### src/rtl/i2cm_pkg.sv
package i2cm_pkg;
  localparam int BYTE_BITS = 8;
  localparam int ADDR_BITS = 7;

  typedef enum logic [2:0] {
    ST_IDLE,
    ST_WAIT,
    ST_START,
    ST_TX,
    ST_RX,
    ST_STOP
  } mst_state_e;

  // open drain: a zero is a pull, a one is a release
  function automatic logic pull_for(input logic b);
    return !b;
  endfunction

  // a bit the master let float but the wire reads low
  function automatic logic arb_mismatch(input logic released, input logic seen);
    return released && !seen;
  endfunction

  // master acknowledge after a read byte: pull unless it is the last
  function automatic logic rx_ack_pull(input logic last);
    return !last;
  endfunction
endpackage

### src/rtl/i2cm_tick.sv
module i2cm_tick #(
  parameter int DIV_W = 12
) (
  input  logic             clk,
  input  logic             rst_n,
  input  logic             en,
  input  logic [DIV_W-1:0] div,
  output logic             tick
);
  logic [DIV_W-1:0] cnt;

  assign tick = en && (cnt == div);

  always_ff @(posedge clk or negedge rst_n) begin
    if (!rst_n)      cnt <= '0;
    else if (!en)    cnt <= '0;
    else if (tick)   cnt <= '0;
    else             cnt <= cnt + 1'b1;
  end
endmodule

### src/rtl/i2cm_busmon.sv
module i2cm_busmon #(
  parameter int SYNC_STAGES = 2
) (
  input  logic clk,
  input  logic rst_n,
  input  logic scl_i,
  input  logic sda_i,
  output logic sda_s,
  output logic bus_busy
);
  logic [SYNC_STAGES-1:0] scl_q, sda_q;
  logic scl_s, scl_d, sda_d;
  logic open_seen, close_seen;

  generate
    for (genvar g = 0; g < SYNC_STAGES; g++) begin : g_sync
      always_ff @(posedge clk or negedge rst_n) begin
        if (!rst_n) begin
          scl_q[g] <= 1'b1;
          sda_q[g] <= 1'b1;
        end else if (g == 0) begin
          scl_q[g] <= scl_i;
          sda_q[g] <= sda_i;
        end else begin
          scl_q[g] <= scl_q[(g == 0) ? 0 : g-1];
          sda_q[g] <= sda_q[(g == 0) ? 0 : g-1];
        end
      end
    end
  endgenerate

  assign scl_s = scl_q[SYNC_STAGES-1];
  assign sda_s = sda_q[SYNC_STAGES-1];

  assign open_seen  = scl_s && scl_d && sda_d && !sda_s;
  assign close_seen = scl_s && scl_d && !sda_d && sda_s;

  always_ff @(posedge clk or negedge rst_n) begin
    if (!rst_n) begin
      scl_d    <= 1'b1;
      sda_d    <= 1'b1;
      bus_busy <= 1'b0;
    end else begin
      scl_d <= scl_s;
      sda_d <= sda_s;
      if (open_seen)       bus_busy <= 1'b1;
      else if (close_seen) bus_busy <= 1'b0;
    end
  end
endmodule

### src/rtl/i2c_arb_master.sv
module i2c_arb_master #(
  parameter int DIV_W       = 12,
  parameter int CNT_W       = 8,
  parameter int SYNC_STAGES = 2
) (
  input  logic             clk,
  input  logic             rst_n,
  input  logic [DIV_W-1:0] div_i,
  input  logic             start_i,
  input  logic [6:0]       addr_i,
  input  logic             rd_i,
  input  logic [CNT_W-1:0] count_i,
  input  logic [7:0]       wdata_i,
  output logic             wdata_take_o,
  output logic [7:0]       rdata_o,
  output logic             rdata_valid_o,
  output logic             busy_o,
  output logic             done_o,
  output logic             nack_o,
  output logic             arb_lost_o,
  input  logic             scl_i,
  input  logic             sda_i,
  output logic             scl_oe_o,
  output logic             sda_oe_o
);
  import i2cm_pkg::*;

  localparam int BITS  = BYTE_BITS;
  localparam int ACK   = BITS;
  localparam int BCW   = $clog2(BITS + 1);

  mst_state_e           st;
  logic [1:0]           ph;
  logic [BCW-1:0]       bit_cnt;
  logic [BITS-1:0]      sh, rx;
  logic [CNT_W-1:0]     rem;
  logic                 is_addr, rd_r, ack_bad;
  logic                 tick, sda_s, bus_busy;

  // named internal events
  logic in_byte_w, wait_w, sample_w, advance_w, owned_bit_w, lost_w, last_rx_w;

  assign in_byte_w   = (st == ST_TX) || (st == ST_RX);
  assign wait_w      = (st == ST_WAIT);
  assign sample_w    = tick && in_byte_w && (ph == 2'd2);
  assign advance_w   = tick && in_byte_w && (ph == 2'd3);
  assign owned_bit_w = ((st == ST_TX) && (bit_cnt < BCW'(ACK))) ||
                       ((st == ST_RX) && (bit_cnt == BCW'(ACK)));
  assign lost_w      = sample_w && owned_bit_w && arb_mismatch(!sda_oe_o, sda_s);
  assign last_rx_w   = (rem == CNT_W'(1));
  assign busy_o      = (st != ST_IDLE);

  i2cm_tick #(.DIV_W(DIV_W)) u_tick (
    .clk  (clk),
    .rst_n(rst_n),
    .en   (st != ST_IDLE && st != ST_WAIT),
    .div  (div_i),
    .tick (tick)
  );

  i2cm_busmon #(.SYNC_STAGES(SYNC_STAGES)) u_mon (
    .clk     (clk),
    .rst_n   (rst_n),
    .scl_i   (scl_i),
    .sda_i   (sda_i),
    .sda_s   (sda_s),
    .bus_busy(bus_busy)
  );

  always_ff @(posedge clk or negedge rst_n) begin
    if (!rst_n) begin
      st            <= ST_IDLE;
      ph            <= 2'd0;
      bit_cnt       <= '0;
      sh            <= '0;
      rx            <= '0;
      rem           <= '0;
      is_addr       <= 1'b0;
      rd_r          <= 1'b0;
      ack_bad       <= 1'b0;
      scl_oe_o      <= 1'b0;
      sda_oe_o      <= 1'b0;
      done_o        <= 1'b0;
      nack_o        <= 1'b0;
      arb_lost_o    <= 1'b0;
      wdata_take_o  <= 1'b0;
      rdata_valid_o <= 1'b0;
      rdata_o       <= '0;
    end else begin
      done_o        <= 1'b0;
      wdata_take_o  <= 1'b0;
      rdata_valid_o <= 1'b0;
      case (st)
        ST_IDLE: begin
          if (start_i) begin
            sh         <= {addr_i, rd_i};
            rd_r       <= rd_i;
            rem        <= count_i;
            nack_o     <= 1'b0;
            arb_lost_o <= 1'b0;
            ph         <= 2'd0;
            st         <= bus_busy ? ST_WAIT : ST_START;
          end
        end
        ST_WAIT: begin
          if (!bus_busy) begin
            ph <= 2'd0;
            st <= ST_START;
          end
        end
        ST_START: begin
          if (tick) begin
            ph <= ph + 2'd1;
            case (ph)
              2'd0: sda_oe_o <= 1'b1;
              2'd2: scl_oe_o <= 1'b1;
              2'd3: begin
                st       <= ST_TX;
                is_addr  <= 1'b1;
                bit_cnt  <= '0;
                sda_oe_o <= pull_for(sh[BITS-1]);
              end
              default: ;
            endcase
          end
        end
        ST_TX, ST_RX: begin
          if (tick) begin
            ph <= ph + 2'd1;
            case (ph)
              2'd0: scl_oe_o <= 1'b0;
              2'd2: begin
                scl_oe_o <= 1'b1;
                if (st == ST_TX && bit_cnt == BCW'(ACK)) ack_bad <= sda_s;
                if (st == ST_RX && bit_cnt < BCW'(ACK))  rx <= {rx[BITS-2:0], sda_s};
                if (lost_w) begin
                  st         <= ST_IDLE;
                  ph         <= 2'd0;
                  scl_oe_o   <= 1'b0;
                  sda_oe_o   <= 1'b0;
                  arb_lost_o <= 1'b1;
                  done_o     <= 1'b1;
                end
              end
              2'd3: begin
                if (bit_cnt < BCW'(BITS - 1)) begin
                  bit_cnt <= bit_cnt + 1'b1;
                  if (st == ST_TX) begin
                    sh       <= sh << 1;
                    sda_oe_o <= pull_for(sh[BITS-2]);
                  end else begin
                    sda_oe_o <= 1'b0;
                  end
                end else if (bit_cnt == BCW'(BITS - 1)) begin
                  bit_cnt <= BCW'(ACK);
                  if (st == ST_TX) begin
                    sda_oe_o <= 1'b0;
                  end else begin
                    sda_oe_o      <= rx_ack_pull(last_rx_w);
                    rdata_o       <= rx;
                    rdata_valid_o <= 1'b1;
                  end
                end else begin
                  bit_cnt <= '0;
                  if (st == ST_TX && ack_bad) begin
                    nack_o   <= 1'b1;
                    st       <= ST_STOP;
                    sda_oe_o <= 1'b1;
                  end else if (st == ST_TX && is_addr && rem == '0) begin
                    st       <= ST_STOP;
                    sda_oe_o <= 1'b1;
                  end else if (st == ST_TX && is_addr && rd_r) begin
                    st       <= ST_RX;
                    is_addr  <= 1'b0;
                    rx       <= '0;
                    sda_oe_o <= 1'b0;
                  end else if (st == ST_RX && !last_rx_w) begin
                    rem      <= rem - 1'b1;
                    rx       <= '0;
                    sda_oe_o <= 1'b0;
                  end else if (st == ST_TX && (is_addr || !last_rx_w)) begin
                    if (!is_addr) rem <= rem - 1'b1;
                    is_addr      <= 1'b0;
                    sh           <= wdata_i;
                    sda_oe_o     <= pull_for(wdata_i[BITS-1]);
                    wdata_take_o <= 1'b1;
                  end else begin
                    st       <= ST_STOP;
                    sda_oe_o <= 1'b1;
                  end
                end
              end
              default: ;
            endcase
          end
        end
        ST_STOP: begin
          if (tick) begin
            ph <= ph + 2'd1;
            case (ph)
              2'd0: scl_oe_o <= 1'b0;
              2'd1: sda_oe_o <= 1'b0;
              2'd3: begin
                st     <= ST_IDLE;
                done_o <= 1'b1;
              end
              default: ;
            endcase
          end
        end
        default: st <= ST_IDLE;
      endcase
    end
  end
endmodule

### config.mk
export PLATFORM = sky130hd
export DESIGN_NAME = i2c_arb_master
export DESIGN_NICKNAME = d
export VERILOG_FILES = /design/src/rtl/i2cm_pkg.sv /design/src/rtl/i2cm_tick.sv /design/src/rtl/i2cm_busmon.sv /design/src/rtl/i2c_arb_master.sv
export SDC_FILE = /design/constraint.sdc
export NUM_CORES = 1
export LEC_CHECK = 0
export ABC_AREA = 1
export BUFFER_PORTS_ARGS = -buffer_cell sky130_fd_sc_hd__clkbuf_2
export CORE_UTILIZATION = 60
export DETAILED_ROUTE_END_ITERATION = 6
export MAX_ROUTING_LAYER = met4
export PLACE_DENSITY = 0.83
export SYNTH_ARGS = -nofsm -noshare
export SYNTH_HDL_FRONTEND = slang
export SYNTH_HIERARCHICAL = 1
export SYNTH_SLANG_ARGS = --single-unit
### constraint.sdc
create_clock -name clk -period 5.48 [get_ports clk]
set_input_delay 0.274 -clock clk [delete_from_list [all_inputs] [get_ports clk]]
set_output_delay 0.274 -clock clk [all_outputs]
set_load 0.02 [all_outputs]
==> qor.yml, run 1 <==
wl_per_cell_microns: 12.6
leakage_nw: 2.57
coreArea_sq_um: 6760
r2r_slack_ns: 2.74
fp.dieArea_sq_um: 7320
ctsHtreeMaxLevel: 3
endpoint_kind: "register"
antenna_found_initial: 0
drive_above_1_share_pct: 19.7
synth_seq_cells: 70
grt_pass1_vias: 3392
syn_nets: 604
post-synth-top-area-cell: "dfrtp_1"
grt_setup_unrepaired: "no"
outcome: "completed"
drt_iter0_drc: 268
yosysTopAreaCellShare_pct: 38.2
cts_hold_repair.buffers: 2
io_pins: 57
cts_tree: "built"
fp.dieW_microns: 85.6
cts-root-buf: "clkbuf_8"
p_total_w: 0.00108
critPathKind: "reg2reg"
design_area_sq_um: 4690
max-vdd-ir-drop_mv: 0.114
setup_tns_ns: 0
cp.required_ns: 5.71
cp_max_fo: 8
syn-cell-area_sq_um: 4190
port_buffers: 56
cts_buffers: 9
dr.pass1.iters: 5
period_needed_ns: 2.74
hold_class: "in2async"
finalWorstSetupSlack_ns: 2.74
clock_latency_ns: 0.35
num_vias: 3728
pre_cts_slack_ns: 2.78
drt_wl_total_microns: 8780
place_area_sq_um: 4500
arrival_ns: 2.97
avgSynthCellArea_sq_um: 7.58
worst_slew_pin_slew_ns: 0.860
clkTransAtPathRegs_ns: 0.08
grt_util_met1_pct: 33.0
worstPathCellList: "inv_1 -> nand2_1 -> nand2_1 -> nor2_1 -> nand2_1 -> nor2_1 -> nand2_1 -> inv_1 -> nand2_1 -> nor3_2 -> nand3_2 -> mux2_1"
setup_viol: 0
dp_hpwl_microns: 6470
grt.met2_usage_pct: 42.5
post-route-drc-count: 0
grt_max_degree: 71
grt_overflow: 0
skew_ns: 0.0125
fp.dieH_microns: 85.6
gp_congestion: 0.950
cts.sinks: 70
nets: 664
syn_inst: 553
slowest_delay_ns: 0.56
ant_nets: 0
cp_slowest_cell: "dfrtp_1"
grt_busiest_layer: "met2"
timing.final.crit_share_pct: 50.0
start_kind: "register"
synthTopCellsByArea: "dfrtp_1 38%, nand2_1 16%, inv_1 5.6%, nor2_1 4.7%, nand3_1 4.4%"
via_per_inst: 5.34
critPathMostFrequentCell: "nand2_1"
powerDensity_nw_per_um2: 231
globalRouteTotalUtil_pct: 26.4
cts_buffer_depth: 2
yosys_warnings: 6
grt_pass1_wl_microns: 14800
grt.met3_usage_pct: 3.66
ys_types: 45
antenna_cells: 0
ys_seq_area_share_pct: 42.0
initial_core_util_pct: 62.0
finalHoldViolations: 0
max_slew_margin_pct: 42.7
cts-resized-gates: 0
postCtsSetupBuffers: 0
max_cap_viol_count: 0
row_count: 30
area_delta_synth_final_pct: 11.9
slew_viol_final: 0
fmax_ghz: 0.365
placed cells by master (no fill, tap or decap), types with 10 or more instances in the layout:
| cell type | netlist | layout |
|---|---|---|
| nor2_1 | 53 | 53 |
| ha_1 | 10 | 10 |
| clkbuf_2 | 0 | 55 |
| inv_1 | 62 | 62 |
| nand3_1 | 37 | 37 |
| o21ai_0 | 22 | 22 |
| a21oi_1 | 28 | 28 |
| nand2_1 | 182 | 182 |
| dfrtp_1 | 64 | 64 |
cells by family (layout without fill, tap and decap cells):
family,after synthesis,after routing,share of synthesized area [%]
compound gates,70,70,9.98
simple gates,305,305,32.0
mux,11,11,2.90
fa+ha+maj,10,10,2.99
buf+inv,76,141,7.83
xor+xnor,11,11,2.30
flops,70,70,42.0
worst max-delay path, delay by kind of cell, from the launching register on:
kind,cells,cell delay (ns)
simple gates,9,1.29
flops,1,0.56
buf+inv,2,0.38
mux,1,0.37
per-layer routing:
layer / wire length (microns) / up-vias
met5: 0 / -
met4: 176 / 0
met3: 424 / 16
met2: 4330 / 120
met1: 3850 / 1722
li1: - / 1870
cell type report:
cell class | count | area (sq um)
clock buffer | 10 | 128
clock inverter | 6 | 38.8
fill | 575 | 2070
inverter | 66 | 250
multi-input combinational | 407 | 2100
sequential | 70 | 1760
tap | 80 | 100
timing repair buffer | 59 | 308
final timing paths:
check / start / end / depth (start not counted)
hold / removal: rst_n / u_tick/cnt[4]$_DFF_PN0_ / 2
setup reg to reg: st[1]$_DFFE_PN0P_ / rdata_o[0]$_DFFE_PN0P_ / 12
setup / recovery: st[1]$_DFFE_PN0P_ / rdata_o[0]$_DFFE_PN0P_ / 12
max in group asynchronous: rst_n / nack_o$_DFFE_PN0P_ / 2
hold reg to reg: u_mon/scl_q[0]$_DFF_PN1_ / u_mon/scl_s$_DFF_PN1_ / 0
min in group clk: rd_i / rd_r$_DFFE_PN0P_ / 3
metrics by stage:
step | std cells | hold WS (ns) | utilization (%)
2_1_floorplan | 553 | -0.0216 | -
3_3_place_gp | 680 | 0.346 | 66.6
3_5_place_dp | 680 | 0.347 | 66.6
4_1_cts | 698 | 0.143 | 69.4
5_1_grt | 698 | 0.188 | 69.4
6_report | 698 | 0.109 | 69.4
cell usage after synthesis (all sizes together):
| master | count |
|---|---|
| dfrtp | 64 |
| o31ai | 1 |
| o211ai | 1 |
| inv | 66 |
| a21boi | 1 |
| mux2i | 2 |
| xor2 | 6 |
| or2 | 1 |
| o21ai | 32 |
| nand4 | 6 |
| nor3 | 4 |
| a31oi | 1 |
| a21oi | 30 |
| nand2 | 189 |
| dfstp | 6 |
| nor2 | 64 |
| o22ai | 1 |
| mux2 | 9 |
| xnor2 | 5 |
| a31o | 1 |
| nand3 | 40 |
| a22oi | 1 |
| buf | 10 |
| a211oi | 1 |
| nand3b | 1 |
| ha | 10 |
flip-flops by register name, summed over array words and instances (netlist names), 2 cells and up:
register,count
u_tick/cnt,12
rdata_o,8
rem,8
rx,8
sh,8
bit_cnt,4
st,3
ph,2
power by group:
group | leakage (nW) | total, W | switching (W) | internal [W]
sequential | 0.905 | 0.000579 | 0.0000312 | 0.000548
combinational | 1.58 | 0.000145 | 0.0000844 | 0.0000602
clock | 0.0824 | 0.000358 | 0.000195 | 0.000163
Power figures use the tool's default switching activity.
==> inputs of run 2 (changes only) <==
--- a/config.mk
+++ b/config.mk
@@ -7,10 +7,10 @@
 export LEC_CHECK = 0
 export ABC_AREA = 1
 export BUFFER_PORTS_ARGS = -buffer_cell sky130_fd_sc_hd__clkbuf_2
-export CORE_UTILIZATION = 60
+export CORE_UTILIZATION = 58
 export DETAILED_ROUTE_END_ITERATION = 6
 export MAX_ROUTING_LAYER = met4
-export PLACE_DENSITY = 0.83
+export PLACE_DENSITY = 0.8
 export SYNTH_ARGS = -nofsm -noshare
 export SYNTH_HDL_FRONTEND = slang
 export SYNTH_HIERARCHICAL = 1
==> constraint.sdc (replaced) <==
create_clock -name clk -period 2.85 [get_ports clk]
set_input_delay 0.1425 -clock clk [delete_from_list [all_inputs] [get_ports clk]]
set_output_delay 0.1425 -clock clk [all_outputs]
set_load 0.02 [all_outputs]
==> run 2 against run 1 <==
Compared with the run above:
- worst hold slack worse by 0.071 ns
- setup slack worse by 2.4 ns
- sequential share of layout area shrank 0.72 points
- cell count grew 3.0%
- utilization grew 0.19 points
- combinational power is 92% higher
- global-route usage increased by 0.45 points
- via count is 1.6% lower
- clock-buffer cell count decreased by 1
- critical path depth unchanged
- routed wire length rose by 0.28%
- clock power rose by 120%
- largest cell class unchanged
==> qor.yml, run 2 (same netlist as run 1, synthesis figures left out) <==
outcome: "completed"
cts-resized-gates: 0
reg2reg_depth: 12
startpoint: "st[2]$_DFFE_PN0P_"
endpoint_kind: "register"
cts-root-buf: "clkbuf_8"
num_vias: 3669
cts_buffer_depth: 2
grt_overflow: 0
powerDensity_nw_per_um2: 457
max-vdd-ir-drop_mv: 0.260
area_delta_synth_final_pct: 14.0
max_slew_margin_pct: 45.7
start_kind: "register"
grt_pass1_vias: 3438
cts_buffers: 9
leakage_nw: 2.61
gp_congestion: 0.908
post-route-drc-count: 0
final_common_cell: "nand2_1"
antenna_cells: 0
drt_iter0_drc: 259
finalHoldViolations: 0
initial_core_util_pct: 61.0
r2r_slack_ns: 0.35
pre_cts_slack_ns: 0.339
dr.pass1.iters: 6
largest_reg_flops: 12
port_buffers: 56
cts_tree: "built"
cp_max_fo: 9
hold_start: "rd_i"
nets: 669
fmax_ghz: 0.400
wl_per_cell_microns: 12.2
fp.dieW_microns: 87.0
r2r_start: "st[2]$_DFFE_PN0P_"
hold_class: "in2reg"
setup_viol: 0
worst_slew_pin_slew_ns: 0.815
layout_common_cells: "182 x nand2_1, 64 x dfrtp_1, 62 x inv_1"
drt_wl_total_microns: 8810
critPathTopFamily: "simple AND/OR/NAND/NOR gates"
ctsHtreeMaxLevel: 3
grt_setup_unrepaired: "no"
grt_pass1_wl_microns: 15200
crit_path_end: "rdata_o[6]$_DFFE_PN0P_"
crit_buf_inv: 2
fp.dieArea_sq_um: 7570
ant_nets: 0
fp.dieH_microns: 87.0
critPathMostFrequentCell: "nand2_1"
setup_tns_ns: 0
path_depth: 12
arrival_ns: 2.72
io_pins: 57
slew_viol_final: 0
globalRouteTotalUtil_pct: 26.8
period_needed_ns: 2.50
cts.sinks: 70
dp_hpwl_microns: 6680
antenna_found_initial: 0
hold_depth: 3
skew_ns: 0.00961
via_per_inst: 5.10
final_util_pct: 69.5
cp.required_ns: 3.07
worstPathCellList: "inv_4 -> nand2_1 -> nand2_1 -> nor2_1 -> nand2_1 -> nor2_1 -> nand2_1 -> inv_1 -> nand2_1 -> nor3_2 -> nand3_2 -> mux2_1"
timing.final.crit_share_pct: 87.8
r2r_end: "rdata_o[6]$_DFFE_PN0P_"
grt_max_degree: 39
drive_above_1_share_pct: 20.4
clock_latency_ns: 0.34
max_cap_viol_count: 0
cp_slowest_cell: "dfrtp_1"
critPathKind: "reg2reg"
coreArea_sq_um: 6870
row_count: 30
finalWorstSetupSlack_ns: 0.348
clkTransAtPathRegs_ns: 0.07
top_register: "u_tick/cnt"
slowest_delay_ns: 0.51
==> run 2: cell count changes in the layout (fill, tap and decap cells not counted), sizes merged <==
cell         before  now
buf               2    6
bufinv            0    1
clkbuf           65   64
clkinv            3    4
clkinvlp          2    1
dlygate4sd3       2    3
==> run 2: cell type report <==
class	instances	area [sq um]
multi-input cells	407	2100
fillers	599	2090
flip-flops and latches	70	1760
repair buffers	64	348
inverters	66	250
clock buffers	9	124
well taps	96	120
clock inverters	7	73.8
==> run 2: per-layer routing <==
| metal | share of wire [%] | up-vias | track usage [%] |
|---|---|---|---|
| met2 | 49 | 93 | 44.1 |
| met3 | 4.2 | 10 | 5.02 |
| li1 | - | 1881 | - |
| met4 | 1.4 | 0 | 10.3 |
| met5 | 0 | - | - |
| met1 | 45 | 1685 | 32.9 |
==> run 2: worst min-delay path by stage <==
| stage | end | slack, ns |
|---|---|---|
| floorplan | ack_bad$_DFFE_PN0P_ | -0.15 |
| global placement | u_mon/sda_q[0]$_DFF_PN1_ | 0.23 |
| detailed placement | u_mon/scl_q[0]$_DFF_PN1_ | 0.23 |
| CTS | rd_r$_DFFE_PN0P_ | 0.03 |
| global route | rd_r$_DFFE_PN0P_ | 0.05 |
| finish | rd_r$_DFFE_PN0P_ | 0.04 |
==> run 2: worst min-delay path: cells and delay by family <==
| family | cells | cell delay [ns] |
|---|---|---|
| buffers and inverters | 1 | 0.09 |
| and+or+nand+nor | 2 | 0.11 |
==> run 2: metrics by stage <==
stage          area, sq um  std cells  hold WS (ns)  total power [W]
3_5_place_dp          4550        700         0.231          0.00141
4_1_cts               4780        719        0.0307          0.00221
2_1_floorplan         4190        553        -0.153          0.00131
5_1_grt               4780        719        0.0503          0.00231
6_report              4780        719        0.0380          0.00218
3_3_place_gp          4550        700         0.230          0.00140
==> run 2: repair_timing <==
item                                    CTS  global route
endpoints found under the setup margin    0             0
hold endpoints to repair                 38             0
hold buffers                              3             0
buffers inserted                          0             0
==> run 2: power breakdown <==
part           internal, W  total (W)  switching, W
clock             0.000407   0.000792      0.000386
combinational     0.000118   0.000278      0.000161
sequential         0.00105    0.00111     0.0000595
==> inputs of run 3 (changes only) <==
--- a/config.mk
+++ b/config.mk
@@ -7,11 +7,11 @@
 export LEC_CHECK = 0
 export ABC_AREA = 1
 export BUFFER_PORTS_ARGS = -buffer_cell sky130_fd_sc_hd__clkbuf_2
+export CORE_MARGIN = 3
 export CORE_UTILIZATION = 58
 export DETAILED_ROUTE_END_ITERATION = 6
 export MAX_ROUTING_LAYER = met4
 export PLACE_DENSITY = 0.8
 export SYNTH_ARGS = -nofsm -noshare
 export SYNTH_HDL_FRONTEND = slang
-export SYNTH_HIERARCHICAL = 1
 export SYNTH_SLANG_ARGS = --single-unit
==> run 3 against run 2 <==
Compared with the run above:
- the flow now finishes with violations (hold timing)
- clock skew up 0.0025 ns
- register-to-register slack better by 0.10 ns
- die area up 11%
- critical path depth down 3
- sequential share of layout area down 0.33 points
- combinational power rose to 6.5 times the previous value
- clock-buffer cell count up 1
- cell count up 5.8%
- setup slack better by 0.10 ns
- clock power up 0.6%
- critical endpoint is now rem[5]$_DFFE_PN0P_
==> qor.yml, run 3 <==
synth_most_common_cell: "nand2_1"
postCtsSetupBuffers: 0
cts_buffers: 9
largest_reg_flops: 12
finalHoldViolations: 17
cp_max_fo: 22
grt.met3_usage_pct: 5.47
area_delta_synth_final_pct: 13.5
initial_core_util_pct: 61.2
r2r_slack_ns: 0.45
grt_pass1_wl_microns: 18400
grt_setup_unrepaired: "no"
cts_hold_repair.buffers: 2
violations: "hold timing"
synth_seq_cells: 70
grt_util_met1_pct: 37.1
start_kind: "register"
max_slew_margin_pct: 41.7
drt_iter0_drc: 328
cts-resized-gates: 0
reg2reg_depth: 9
syn-cell-area_sq_um: 4250
skew_ns: 0.0122
setup_tns_ns: 0
top_register: "u_tick.cnt"
avgSynthCellArea_sq_um: 7.09
yosysTopAreaCellShare_pct: 37.7
place_area_sq_um: 4610
r2r_end: "rem[5]$_DFFE_PN0P_"
port_buffers: 56
crit_path_end: "rem[5]$_DFFE_PN0P_"
max_cap_viol_count: 0
grt_overflow: 0
leakage_nw: 2.45
grt.met2_usage_pct: 41.8
arrival_ns: 2.69
cts_buffer_depth: 2
grt_pass1_vias: 3983
critPathMostFrequentCell: "nand2_2"
coreArea_sq_um: 6940
slowest_delay_ns: 0.48
syn_nets: 650
num_vias: 4097
synth_flop_cell: "dfrtp_1"
fmax_ghz: 0.417
post-route-drc-count: 0
via_per_inst: 5.38
wl_per_cell_microns: 13.7
endpoint_kind: "register"
nets: 711
row_count: 30
critPathKind: "reg2reg"
whs_ns: -0.0112
fp.dieH_microns: 91.6
fp.dieArea_sq_um: 8390
clock_latency_ns: 0.36
final_common_cell: "nand2_1"
worstPathCellList: "nor2_1 -> nand2_2 -> nand2_2 -> inv_2 -> nor2_2 -> nor2_4 -> nand2_2 -> nand2_1 -> o21ai_2"
io_pins: 57
antenna_found_initial: 0
drt_wl_total_microns: 10500
synth_common_cells: "164 x nand2_1, 79 x inv_1, 71 x nor2_1"
powerDensity_nw_per_um2: 823
hold_class: "in2async"
setup_viol: 0
max-vdd-ir-drop_mv: 0.545
ys_seq_area_share_pct: 41.4
drive_above_1_share_pct: 17.1
gp_congestion: 0.983
dp_hpwl_microns: 7770
cts.sinks: 70
fp.dieW_microns: 91.6
async_reset_ff_share_pct: 100
startpoint: "st[1]$_DFFE_PN0P_"
period_needed_ns: 2.40
clkTransAtPathRegs_ns: 0.08
slew_viol_final: 0
timing.final.crit_share_pct: 84.2
dr.pass1.iters: 5
r2r_start: "st[1]$_DFFE_PN0P_"
ctsHtreeMaxLevel: 3
post-synth-top-area-cell: "dfrtp_1"
cts-root-buf: "clkbuf_8"
cp_slowest_cell: "dfrtp_1"
synthTopCellsByArea: "dfrtp_1 38%, nand2_1 14%, inv_1 7.0%, nor2_1 6.3%, nand3_1 4.4%"
grt_max_degree: 71
ant_nets: 0
worst_slew_pin_slew_ns: 0.874
final_util_pct: 69.4
layout_common_cells: "164 x nand2_1, 79 x inv_1, 71 x nor2_1"
yosys_warnings: 0
design_area_sq_um: 4820
ys_types: 43
fillers: 604
antenna_cells: 0
grt_busiest_layer: "met2"
syn_inst: 599
synth_edf_count: 0
cp.required_ns: 3.14
cts_tree: "built"
globalRouteTotalUtil_pct: 27.9
outcome: "finished, violations left"
## run 3: cell count changes in the layout (fill, tap and decap cells not counted), sizes merged, moves of 4 or more
cell	before	now
a21oi	30	18
inv	67	92
mux2	9	0
nand2	189	171
nand4	6	10
nor2	64	75
nor3	4	13
o21ai	32	57
o22ai	1	8
## run 3: worst min path at each step
stage	from	endpoint	slack (ns)	depth (start not counted)
detailed placement	sda_i	u_mon.sda_q[0]$_DFF_PN1_	0.23	1
global placement	sda_i	u_mon.sda_q[0]$_DFF_PN1_	0.23	1
CTS	rst_n	rem[1]$_DFFE_PN0P_	0.01	2
global route	rd_i	rd_r$_DFFE_PN0P_	0.03	3
floorplan	rst_n	ack_bad$_DFFE_PN0P_	-0.15	0
finish	rst_n	u_tick.cnt[6]$_DFF_PN0_	-0.01	2
## run 3: through the flow
stage | worst slack (ns) | power (W) | hold WS, ns | std cells
finish | 0.451 | 0.00397 | -0.0112 | 761
global route | 0.169 | 0.00433 | 0.0297 | 761
CTS | 0.484 | 0.00396 | 0.0146 | 761
detailed placement | 0.501 | 0.00314 | 0.232 | 743
global placement | 0.603 | 0.00309 | 0.232 | 743
floorplan | 1.01 | 0.00276 | -0.153 | 599
## run 3: power breakdown
part           switching [W]  internal, W  leakage (nW)
Clock               0.000394     0.000403        0.0923
Sequential          0.000166      0.00119         0.886
Combinational        0.00123     0.000585          1.48
## run 3: layer usage
metal  vias up  share of wire (%)
li1       2031                  -
met3        30                6.2
met4         0                2.3
met5         -                  0
met2       160                 46
met1      1876                 46
## run 3: cells by family (layout without fill, tap and decap cells)
family	count (synthesis)	after routing	share of synthesized area, %
buffers and inverters	103	169	9.51
multiplexers	1	1	0.236
adder cells (fa/ha/maj)	10	10	2.94
AO/OA/AOI/OAI	94	94	12.3
XOR/XNOR	6	6	1.24
flip-flops	70	70	41.4
AND/OR/NAND/NOR	315	315	32.4
## run 3: critical path, delay by kind of cell, from the launching register on
family | cells | cell delay, ns
buf+inv | 1 | 0.25
compound gates | 1 | 0.06
simple gates | 7 | 1.54
flops | 1 | 0.48
## run 3: layout make-up
type                       count  area, sq um  area share [%]
clock inverter                 6         63.8            1.32
inverter                      93          349            7.24
sequential                    70         1760            36.5
tap                           96          120            2.49
clock buffer                  10          128            2.65
multi-input combinational    426         2090            43.3
timing repair buffer          60          315            6.54
